<file path="src/rtl/sys_timer_pkg.sv">
package sys_timer_pkg;

  // Word selected by address bits [3:2]; the order is the register layout.
  typedef enum logic [1:0] {
    WORD_TLO = 2'd0,
    WORD_THI = 2'd1,
    WORD_CLO = 2'd2,
    WORD_CHI = 2'd3
  } tmr_word_e;

  // Strobes from control to datapath. Index 0 = low half, 1 = high half.
  typedef struct packed {
    logic [1:0] wrTime;
    logic [1:0] wrCmp;
    logic       rdEn;
    tmr_word_e  rdWord;
  } tmr_stb_t;

endpackage

</file>
<file path="src/rtl/sys_timer_ctrl.sv">
module sys_timer_ctrl
  import sys_timer_pkg::*;
#(
  parameter int ADDR_W = 5
) (
  input  logic              clk,
  input  logic              rstN,
  input  logic              busSel,
  input  logic              busWe,
  input  logic [ADDR_W-1:0] busAddr,
  output tmr_stb_t          stb,
  output logic              busAck
);

  localparam int SEL_LSB = 2;

  logic      mapped;
  logic      wrHit;
  logic      rdHit;
  tmr_word_e word;
  logic      unusedAddrLsb;

  assign unusedAddrLsb = ^busAddr[SEL_LSB-1:0];

  generate
    if (ADDR_W > SEL_LSB + 2) begin : g_decodeHigh
      assign mapped = ~|busAddr[ADDR_W-1:SEL_LSB+2];
    end else begin : g_allMapped
      assign mapped = 1'b1;
    end
  endgenerate

  assign word  = tmr_word_e'(busAddr[SEL_LSB+1:SEL_LSB]);
  assign wrHit = busSel & busWe & mapped;
  assign rdHit = busSel & ~busWe & mapped;

  always_comb begin
    stb        = '0;
    stb.rdEn   = rdHit;
    stb.rdWord = word;
    if (wrHit) begin
      case (word)
        WORD_TLO: stb.wrTime[0] = 1'b1;
        WORD_THI: stb.wrTime[1] = 1'b1;
        WORD_CLO: stb.wrCmp[0]  = 1'b1;
        default:  stb.wrCmp[1]  = 1'b1;
      endcase
    end
  end

  // every request is acknowledged one clock later
  always_ff @(posedge clk or negedge rstN) begin
    if (!rstN) busAck <= 1'b0;
    else       busAck <= busSel;
  end

endmodule

</file>
<file path="src/rtl/sys_timer_dp.sv">
module sys_timer_dp
  import sys_timer_pkg::*;
#(
  parameter int WORD_W = 32
) (
  input  logic                clk,
  input  logic                rstN,
  input  tmr_stb_t            stb,
  input  logic [WORD_W-1:0]   wrData,
  output logic [2*WORD_W-1:0] timeOut,
  output logic [2*WORD_W-1:0] cmpVal,
  output logic [WORD_W-1:0]   rdData
);

  localparam int HALVES = 2;

  logic [WORD_W-1:0] loQ;
  logic [WORD_W-1:0] hiQ;
  logic              carryQ;
  logic [WORD_W-1:0] loAlignQ;
  logic [WORD_W:0]   loSum;
  logic [WORD_W-1:0] hiLive;
  logic [WORD_W-1:0] rdMux;

  // 33-bit add exposes the carry out of the low word
  assign loSum  = {1'b0, loQ} + {{WORD_W{1'b0}}, 1'b1};
  assign hiLive = hiQ + {{(WORD_W-1){1'b0}}, carryQ};

  // low word and registered carry; a write replaces the increment
  always_ff @(posedge clk or negedge rstN) begin
    if (!rstN) begin
      loQ    <= '0;
      carryQ <= 1'b0;
    end else if (stb.wrTime[0]) begin
      loQ    <= wrData;
      carryQ <= 1'b0;
    end else begin
      {carryQ, loQ} <= loSum;
    end
  end

  // high word takes the carry one clock late unless written
  always_ff @(posedge clk or negedge rstN) begin
    if (!rstN)              hiQ <= '0;
    else if (stb.wrTime[1]) hiQ <= wrData;
    else                    hiQ <= hiLive;
  end

  // low word re-timed to line up with the lagging high word
  always_ff @(posedge clk or negedge rstN) begin
    if (!rstN) loAlignQ <= '0;
    else       loAlignQ <= loQ;
  end

  assign timeOut = {hiQ, loAlignQ};

  // each threshold half has its own write strobe
  generate
    for (genvar h = 0; h < HALVES; h++) begin : g_cmpHalf
      always_ff @(posedge clk or negedge rstN) begin
        if (!rstN)           cmpVal[h*WORD_W +: WORD_W] <= '0;
        else if (stb.wrCmp[h]) cmpVal[h*WORD_W +: WORD_W] <= wrData;
      end
    end
  endgenerate

  // live time and stored threshold readback
  always_comb begin
    case (stb.rdWord)
      WORD_TLO: rdMux = loQ;
      WORD_THI: rdMux = hiLive;
      WORD_CLO: rdMux = cmpVal[WORD_W-1:0];
      default:  rdMux = cmpVal[2*WORD_W-1:WORD_W];
    endcase
  end

  // zero for writes and unmapped reads
  always_ff @(posedge clk or negedge rstN) begin
    if (!rstN)         rdData <= '0;
    else if (stb.rdEn) rdData <= rdMux;
    else               rdData <= '0;
  end

endmodule

</file>
<file path="src/rtl/sys_timer_cmp.sv">
module sys_timer_cmp #(
  parameter int TIME_W = 64
) (
  input  logic              clk,
  input  logic              rstN,
  input  logic [TIME_W-1:0] timeVal,
  input  logic [TIME_W-1:0] cmpVal,
  output logic              irqOut
);

  logic reached;

  assign reached = (timeVal >= cmpVal);

  // registered level, one clock behind the condition
  always_ff @(posedge clk or negedge rstN) begin
    if (!rstN) irqOut <= 1'b0;
    else       irqOut <= reached;
  end

endmodule

</file>
<file path="src/rtl/sys_timer.sv">
module sys_timer
  import sys_timer_pkg::*;
#(
  parameter int WORD_W = 32,
  parameter int ADDR_W = 5
) (
  input  logic                clk,
  input  logic                rstN,
  input  logic                busSel,
  input  logic                busWe,
  input  logic [ADDR_W-1:0]   busAddr,
  input  logic [WORD_W-1:0]   busWdata,
  output logic [WORD_W-1:0]   busRdata,
  output logic                busAck,
  output logic [2*WORD_W-1:0] timeOut,
  output logic                irqOut
);

  localparam int TIME_W = 2 * WORD_W;

  tmr_stb_t          stb;
  logic [TIME_W-1:0] cmpVal;

  sys_timer_ctrl #(.ADDR_W(ADDR_W)) u_ctrl (
    .clk     (clk),
    .rstN    (rstN),
    .busSel  (busSel),
    .busWe   (busWe),
    .busAddr (busAddr),
    .stb     (stb),
    .busAck  (busAck)
  );

  sys_timer_dp #(.WORD_W(WORD_W)) u_dp (
    .clk     (clk),
    .rstN    (rstN),
    .stb     (stb),
    .wrData  (busWdata),
    .timeOut (timeOut),
    .cmpVal  (cmpVal),
    .rdData  (busRdata)
  );

  sys_timer_cmp #(.TIME_W(TIME_W)) u_cmp (
    .clk     (clk),
    .rstN    (rstN),
    .timeVal (timeOut),
    .cmpVal  (cmpVal),
    .irqOut  (irqOut)
  );

endmodule

</file>
<file path="config.mk">
export PLATFORM = sky130hd
export DESIGN_NAME = sys_timer
export DESIGN_NICKNAME = d
export VERILOG_FILES = /design/src/rtl/sys_timer_pkg.sv /design/src/rtl/sys_timer_ctrl.sv /design/src/rtl/sys_timer_dp.sv /design/src/rtl/sys_timer_cmp.sv /design/src/rtl/sys_timer.sv
export SDC_FILE = /design/constraint.sdc
export NUM_CORES = 1
export LEC_CHECK = 0
export BUFFER_PORTS_ARGS = -buffer_cell sky130_fd_sc_hd__buf_2
export CORE_UTILIZATION = 58
export CTS_CLUSTER_DIAMETER = 60
export CTS_CLUSTER_SIZE = 14
export DETAILED_ROUTE_END_ITERATION = 6
export PLACE_DENSITY = 0.8
export SYNTH_ARGS = -nofsm -noshare
export SYNTH_HDL_FRONTEND = slang
export SYNTH_HIERARCHICAL = 1
export SYNTH_SLANG_ARGS = --single-unit
</file>
<file path="constraint.sdc">
create_clock -name clk -period 3.4 [get_ports clk]
set_input_delay 0.17 -clock clk [delete_from_list [all_inputs] [get_ports clk]]
set_output_delay 0.17 -clock clk [all_outputs]
set_load 0.005 [all_outputs]
</file>
### Word-level counts from Yosys, hierarchy flattened

Index checks and enable logic that the tools add are counted.

* bits in registers: 195
* bits in latches: 0
* RAM bits: 0
* output and inout bits: 98
* word-level logic and storage cells: 32
* memories kept: 0
* input port bits: 41
* bits in read-only memories: 0

* shift operators: 0
* divide/modulo/power cells: 0
* multiplexer cells: 10
* reduce and logical (&&, ||, !) cells: 3
* $mul: 0
* bitwise operators: 5
* order comparisons: 1
* add/sub/neg operators: 2
* eq/ne operators: 2

Operators by type and width (count)
* $mux W32: 3
* $pmux W32 S3: 1
* $ge A64 B64 Y1: 1
* $add A32 B1 Y33 const B: 1
* $add A32 B1 Y32: 1
* $mux W1: 5
* $and A1 B1 Y1: 4
* $mux W4: 1
* $reduce_or A3 Y1: 1
* $eq A2 B1 Y1 const B: 1
* $eq A2 B2 Y1 const B: 1
* $logic_not A2 Y1: 1
* $logic_not A1 Y1: 1
* $not A1 Y1: 1

### Depth between registers and ports, before layout

* depth after elaboration: 5
* depth in mapped cells: 8
* gate-level depth less buffers: 8

### Modules after synthesis

Netlist, hierarchy kept.

By module, submodules not included
* sys_timer_dp: sequential area each 4829.6 um^2, instances 1, area each 8541.9 um^2, cells an instance 689
* sys_timer_cmp: sequential area each 25.0 um^2, instances 1, area each 1606.5 um^2, cells an instance 226
* sys_timer_ctrl: sequential area each 25.0 um^2, instances 1, area each 97.6 um^2, cells an instance 10

### Worst setup path after synthesis

Ideal clock, no wire load.

* path type: register -> register
* start point: reg u_dp.hiQ[27]
* end point: reg u_cmp.irqOut
* period minus slack after synthesis: 2400 ps
* stages on the path, launching flop included: 7
* required time: 3324 ps
* arrival: 2324 ps
* setup slack: 1000 ps
* setup time: 76 ps
* buffers on the path: 0
* cell sequence: dfrtp_1 ha_1 nand4_1 or4_1 or3_1 or4_1 o21ai_1

* word-level cells in the longest chain between the ends: 1

RTL lines
* start, declared: line sys_timer_dp.sv:18 `logic [WORD_W-1:0] hiQ;`
* start signal, assigned: line sys_timer_dp.sv:45 `else if (stb.wrTime[1]) hiQ <= wrData;`
* start signal, assigned: line sys_timer_dp.sv:46 `else hiQ <= hiLive;`
* $ge A64 B64 Y1: line sys_timer_cmp.sv:13 `assign reached = (timeVal >= cmpVal);`
* net u_cmp.reached: line sys_timer_cmp.sv:11 `logic reached;`
* end signal, assigned: line sys_timer_cmp.sv:18 `else irqOut <= reached;`
* end, declared: line sys_timer_cmp.sv:8 `output logic irqOut`

The timed path passes the listed nets, and every way through them passes these cells.
A chain may end at the register's enable or synchronous reset.

### Worst setup path after layout

Ends and elaborated chain as after synthesis.

==> Flow_metrics.wiki <==
{| class="wikitable"
! Metric !! Value
|-
| Run status || completed
|-
| Proportion of layout cells with a drive suffix above 1 || 28.49%
|-
| Number of flip-flops and latches in the synthesized netlist || 195
|-
| Maximum Capacitance Violations || 0
|-
| Antenna violations before repair || 3
|-
| Placeable core region || 17300 um2
|-
| CP Data Required Time || 3.76 ns
|-
| Worst min-delay path category || input pin to register
|-
| Via count of the first global-routing pass || 8223
|-
| Most frequent cell after synthesis || sky130_fd_sc_hd__dfrtp_1
|-
| Lkg Pwr || 5.610 nW
|-
| Buffer depth of the longest clock path || 2
|-
| Std cell rows || 48
|-
| Ys flop type || sky130_fd_sc_hd__dfrtp_1
|-
| Period utilisation layout || 79.12%
|-
| H-tree lvl count || 4
|-
| Time the final worst path needs with I/O delays and setup || 2.690 ns
|-
| Biggest area consumer among synthesized cells || sky130_fd_sc_hd__dfrtp_1
|-
| Placer congestion estimate || 0.9107
|-
| Share of async-settable or async-resettable flops after synthesis || 100.0%
|-
| Least setup slack across all paths after layout || 0.7098 ns
|-
| Combinational share of power || 28.3%
|-
| Congestion Overflow GR || 0
|-
| Worst-path fanout max || 9
|-
| DRC violation count after routing || 0
|-
| Avg Cell Area, Syn || 11.08 um2
|-
| Number of flops mapped to enable cells by yosys || 0
|-
| Clock tree from TritonCTS || built
|-
| Count of routing violations after the opening detailed-route iteration || 752
|-
| Post-route ant nets || 0
|-
| Met2 Routed Length || 13390 um
|-
| Count of nets after finishing || 1183
|-
| Ports || 139
|-
| Resized cells post-CTS || 0
|-
| Total power density per cell area || 654.3 nW/um2
|-
| Count of distinct cell types in the synthesized netlist || 58
|-
| Relative slew margins || 34.43%
|-
| Width of the die || 134.9 um
|-
| Quantity of I/O buffers inserted on ports || 136
|-
| Uppermost layer routed || met4
|-
| Detailed route wirelength on metal3 || 2150 um
|-
| Max-slew violation count || 0
|-
| Switching part of the total power || 34.04%
|-
| Final wirelength || 28090 um
|-
| Ranking of synthesized cells by instance count || sky130_fd_sc_hd__dfrtp_1, sky130_fd_sc_hd__mux2_2, sky130_fd_sc_hd__inv_1, sky130_fd_sc_hd__nand2_1, sky130_fd_sc_hd__ha_1
|-
| Total negative slack for setup checks || 0 ns
|-
| First-pass GRT wire length || 44220 um
|-
| DP HPWL || 19000 um
|-
| Cell-internal power || 5.190 mW
|-
| Synth-to-layout area growth || 17.38%
|-
| Count of endpoints failing hold in the final timing report || 0
|-
| Post-Place Setup Slack || 0.7884 ns
|-
| Number of detailed-route iterations in the first pass || 5
|-
| Classification of the worst setup path || register to register
|-
| Setup repair after global routing missed its margin || false
|-
| Number of sinks handled by clock tree synthesis || 195
|-
| Max Clk Rate || 371.7 MHz
|-
| Detailed-route vias per instance || 6.096
|-
| Height of the die || 134.9 um
|-
| Clock latency of the later-clocked register in the worst-skew pair || 0.44 ns
|-
| Starting Density || 59.24%
|-
| Hold Path Depth || 3
|-
| Post-synth top area share || 47.62%
|-
| CTS Buf Count || 17
|-
| Kind of start point of the critical path || register
|-
| Data arrival time of the critical path || 3.05 ns
|-
| Max VDD drop || 443.2 uV
|-
| Transition time at the pin with the least slew margin || 0.9754 ns
|-
| Endpoint class of the critical path || register
|-
| Total net switching power || 2.679 mW
|-
| Library cell used as clock root buffer || sky130_fd_sc_hd__clkbuf_16
|-
| Clock slew at the register clock pins of the worst setup and hold paths || 0.07 ns
|-
| Pin count of the biggest net entering global routing || 105
|-
| Total global-route track usage || 32.25%
|-
| Mapped cell area || 10250 um2
|-
| Reg2reg path depth || 6
|-
| Metal1 wirelength || 11600 um
|-
| Die Area || 18200 um2
|-
| Post-route clock skew || 0.007548 ns
|-
| Synth top area cells || sky130_fd_sc_hd__dfrtp_1, sky130_fd_sc_hd__mux2_2, sky130_fd_sc_hd__ha_1
|-
| Clock network power share || 27.3%
|-
| Number of warning messages in the yosys log || 6
|-
| Average wire per cell in the routed design || 21.36 um
|-
| Net Count, Synth || 1033
|-
| Number of setup violations in the final report || 0
|-
| Post-Synthesis Cells || 925
|-
| Sequential element share of the synthesized area || 47.62%
|-
| Proportion of power drawn by flip-flops and latches || 44.4%
|-
| Post-CTS setup buffer count || 0
|-
| Total number of vias || 8016
|}
==> critical path, stage by stage (launching register included) <==
cell and delay, ns:
sky130_fd_sc_hd__dfrtp_1 0.49, sky130_fd_sc_hd__ha_1 0.39, sky130_fd_sc_hd__nand4_1 0.15, sky130_fd_sc_hd__or4_1 0.58, sky130_fd_sc_hd__or3_1 0.34, sky130_fd_sc_hd__or4_1 0.54
sky130_fd_sc_hd__o21ai_1 0.13
==> kinds of logic (layout without fill, tap and decap cells) <==
logic type	count (synthesis)	after routing	synth area share, %
AOI/OAI and AO/OA	134	134	7.718
adders and majority gates	67	67	8.182
and+or+nand+nor	222	222	11.98
DFF	195	195	47.62
other	0	2	0
buffers and inverters	119	282	4.579
muxes	129	129	14.87
xor gates and xnor gates	59	59	5.043
==> repair_timing <==
action | 4_1_cts | 5_1_grt
endpoints found under the setup margin | 0 | 0
hold buffers | 15 | 0
endpoints found under the hold margin | 118 | 0
==> layout make-up <==
type	instances	area [um2]
fillers	1269	5270
inverters	82	307.8
well taps	225	281.5
clock inverters	13	181.4
multi-input cells	611	4936
flip-flops and latches	195	4880
repair buffers	168	992.2
diodes	2	5.005
clock buffers	19	442.9
==> sequential cells by signal, summed over array words and instances (netlist names) <==
| signal | cells |
|---|---|
| u_dp/carryQ | 1 |
| u_cmp/irqOut | 1 |
| u_dp/loQ | 32 |
| u_dp/loAlignQ | 32 |
| u_dp/hiQ | 32 |
| u_ctrl/busAck | 1 |
| u_dp/cmpVal | 64 |
| u_dp/rdData | 32 |
==> power by group through the flow <==
stage	combinational [mW]	clock (mW)	sequential [mW]
CTS	2.20	2.16	3.48
detailed placement	2.14	0	3.51
finish	2.23	2.15	3.49
global placement	2.04	0	3.49
global route	2.47	2.26	3.57
floorplan	1.36	0	3.36
==> layout by cell type, fill, tap and decap left out, types with 3 or more instances in the layout <==
| cell | count |
|---|---|
| sky130_fd_sc_hd__a211oi_1 | 5 |
| sky130_fd_sc_hd__a21o_1 | 4 |
| sky130_fd_sc_hd__a21oi_1 | 43 |
| sky130_fd_sc_hd__a222oi_1 | 4 |
| sky130_fd_sc_hd__a22oi_1 | 4 |
| sky130_fd_sc_hd__and2_1 | 11 |
| sky130_fd_sc_hd__and3_1 | 9 |
| sky130_fd_sc_hd__and4_1 | 3 |
| sky130_fd_sc_hd__buf_2 | 135 |
| sky130_fd_sc_hd__buf_4 | 15 |
| sky130_fd_sc_hd__bufinv_16 | 4 |
| sky130_fd_sc_hd__clkbuf_16 | 17 |
| sky130_fd_sc_hd__clkinv_2 | 4 |
| sky130_fd_sc_hd__dfrtp_1 | 195 |
| sky130_fd_sc_hd__dlygate4sd3_1 | 15 |
| sky130_fd_sc_hd__ha_1 | 67 |
| sky130_fd_sc_hd__inv_1 | 81 |
| sky130_fd_sc_hd__mux2_2 | 96 |
| sky130_fd_sc_hd__mux2i_1 | 24 |
| sky130_fd_sc_hd__mux4_2 | 9 |
| sky130_fd_sc_hd__nand2_1 | 70 |
| sky130_fd_sc_hd__nand2b_1 | 3 |
| sky130_fd_sc_hd__nand3_1 | 30 |
| sky130_fd_sc_hd__nand4_1 | 31 |
| sky130_fd_sc_hd__nor2_1 | 23 |
| sky130_fd_sc_hd__nor3_1 | 11 |
| sky130_fd_sc_hd__nor3_2 | 3 |
| sky130_fd_sc_hd__nor4_1 | 4 |
| sky130_fd_sc_hd__nor4_2 | 3 |
| sky130_fd_sc_hd__nor4_4 | 3 |
| sky130_fd_sc_hd__o211ai_1 | 6 |
| sky130_fd_sc_hd__o21a_1 | 8 |
| sky130_fd_sc_hd__o21ai_0 | 47 |
| sky130_fd_sc_hd__or4_1 | 3 |
| sky130_fd_sc_hd__xnor2_1 | 22 |
| sky130_fd_sc_hd__xor2_1 | 37 |
==> path summary, 6_finish.rpt <==
| path | startpoint | endpoint | slack [ns] |
|---|---|---|---|
| max | u_dp/hiQ[27]$_DFF_PN0_ | u_cmp/irqOut$_DFF_PN0_ | 0.71 |
| min | busWdata[11] | u_dp/loQ[11]$_DFF_PN0_ | 0.01 |
| max reg2reg | u_dp/hiQ[27]$_DFF_PN0_ | u_cmp/irqOut$_DFF_PN0_ | 0.71 |
| max in group asynchronous | rstN | u_dp/hiQ[30]$_DFF_PN0_ | 2.11 |
| min in group asynchronous | rstN | u_dp/cmpVal[52]$_DFFE_PN0P_ | 0.40 |
| min reg2reg | u_dp/loQ[27]$_DFF_PN0_ | u_dp/loAlignQ[27]$_DFF_PN0_ | 0.43 |
==> stage by stage <==
step / hold slack (ns) / power, mW / util (%) / cells / cell area (um2)
after global placement: 0.3136 / 5.529 / 65.02 / 1266 / 11250
final: 0.01177 / 7.869 / 69.53 / 1315 / 12030
after CTS: 0.00003819 / 7.838 / 69.50 / 1313 / 12020
after detailed placement: 0.3156 / 5.649 / 65.02 / 1266 / 11250
after floorplan: -0.1256 / 4.723 / - / 925 / 10250
after global routing: 0.01243 / 8.297 / 69.52 / 1314 / 12020
==> per-layer routing <==
layer / vias to the layer above / track usage [%]
met3: 79 / 6.532
li1: 3563 / -
met5: - / 0
met2: 381 / 51.26
met1: 3993 / 42.89
met4: 0 / 14.29
(Power assumes the default switching activity.)
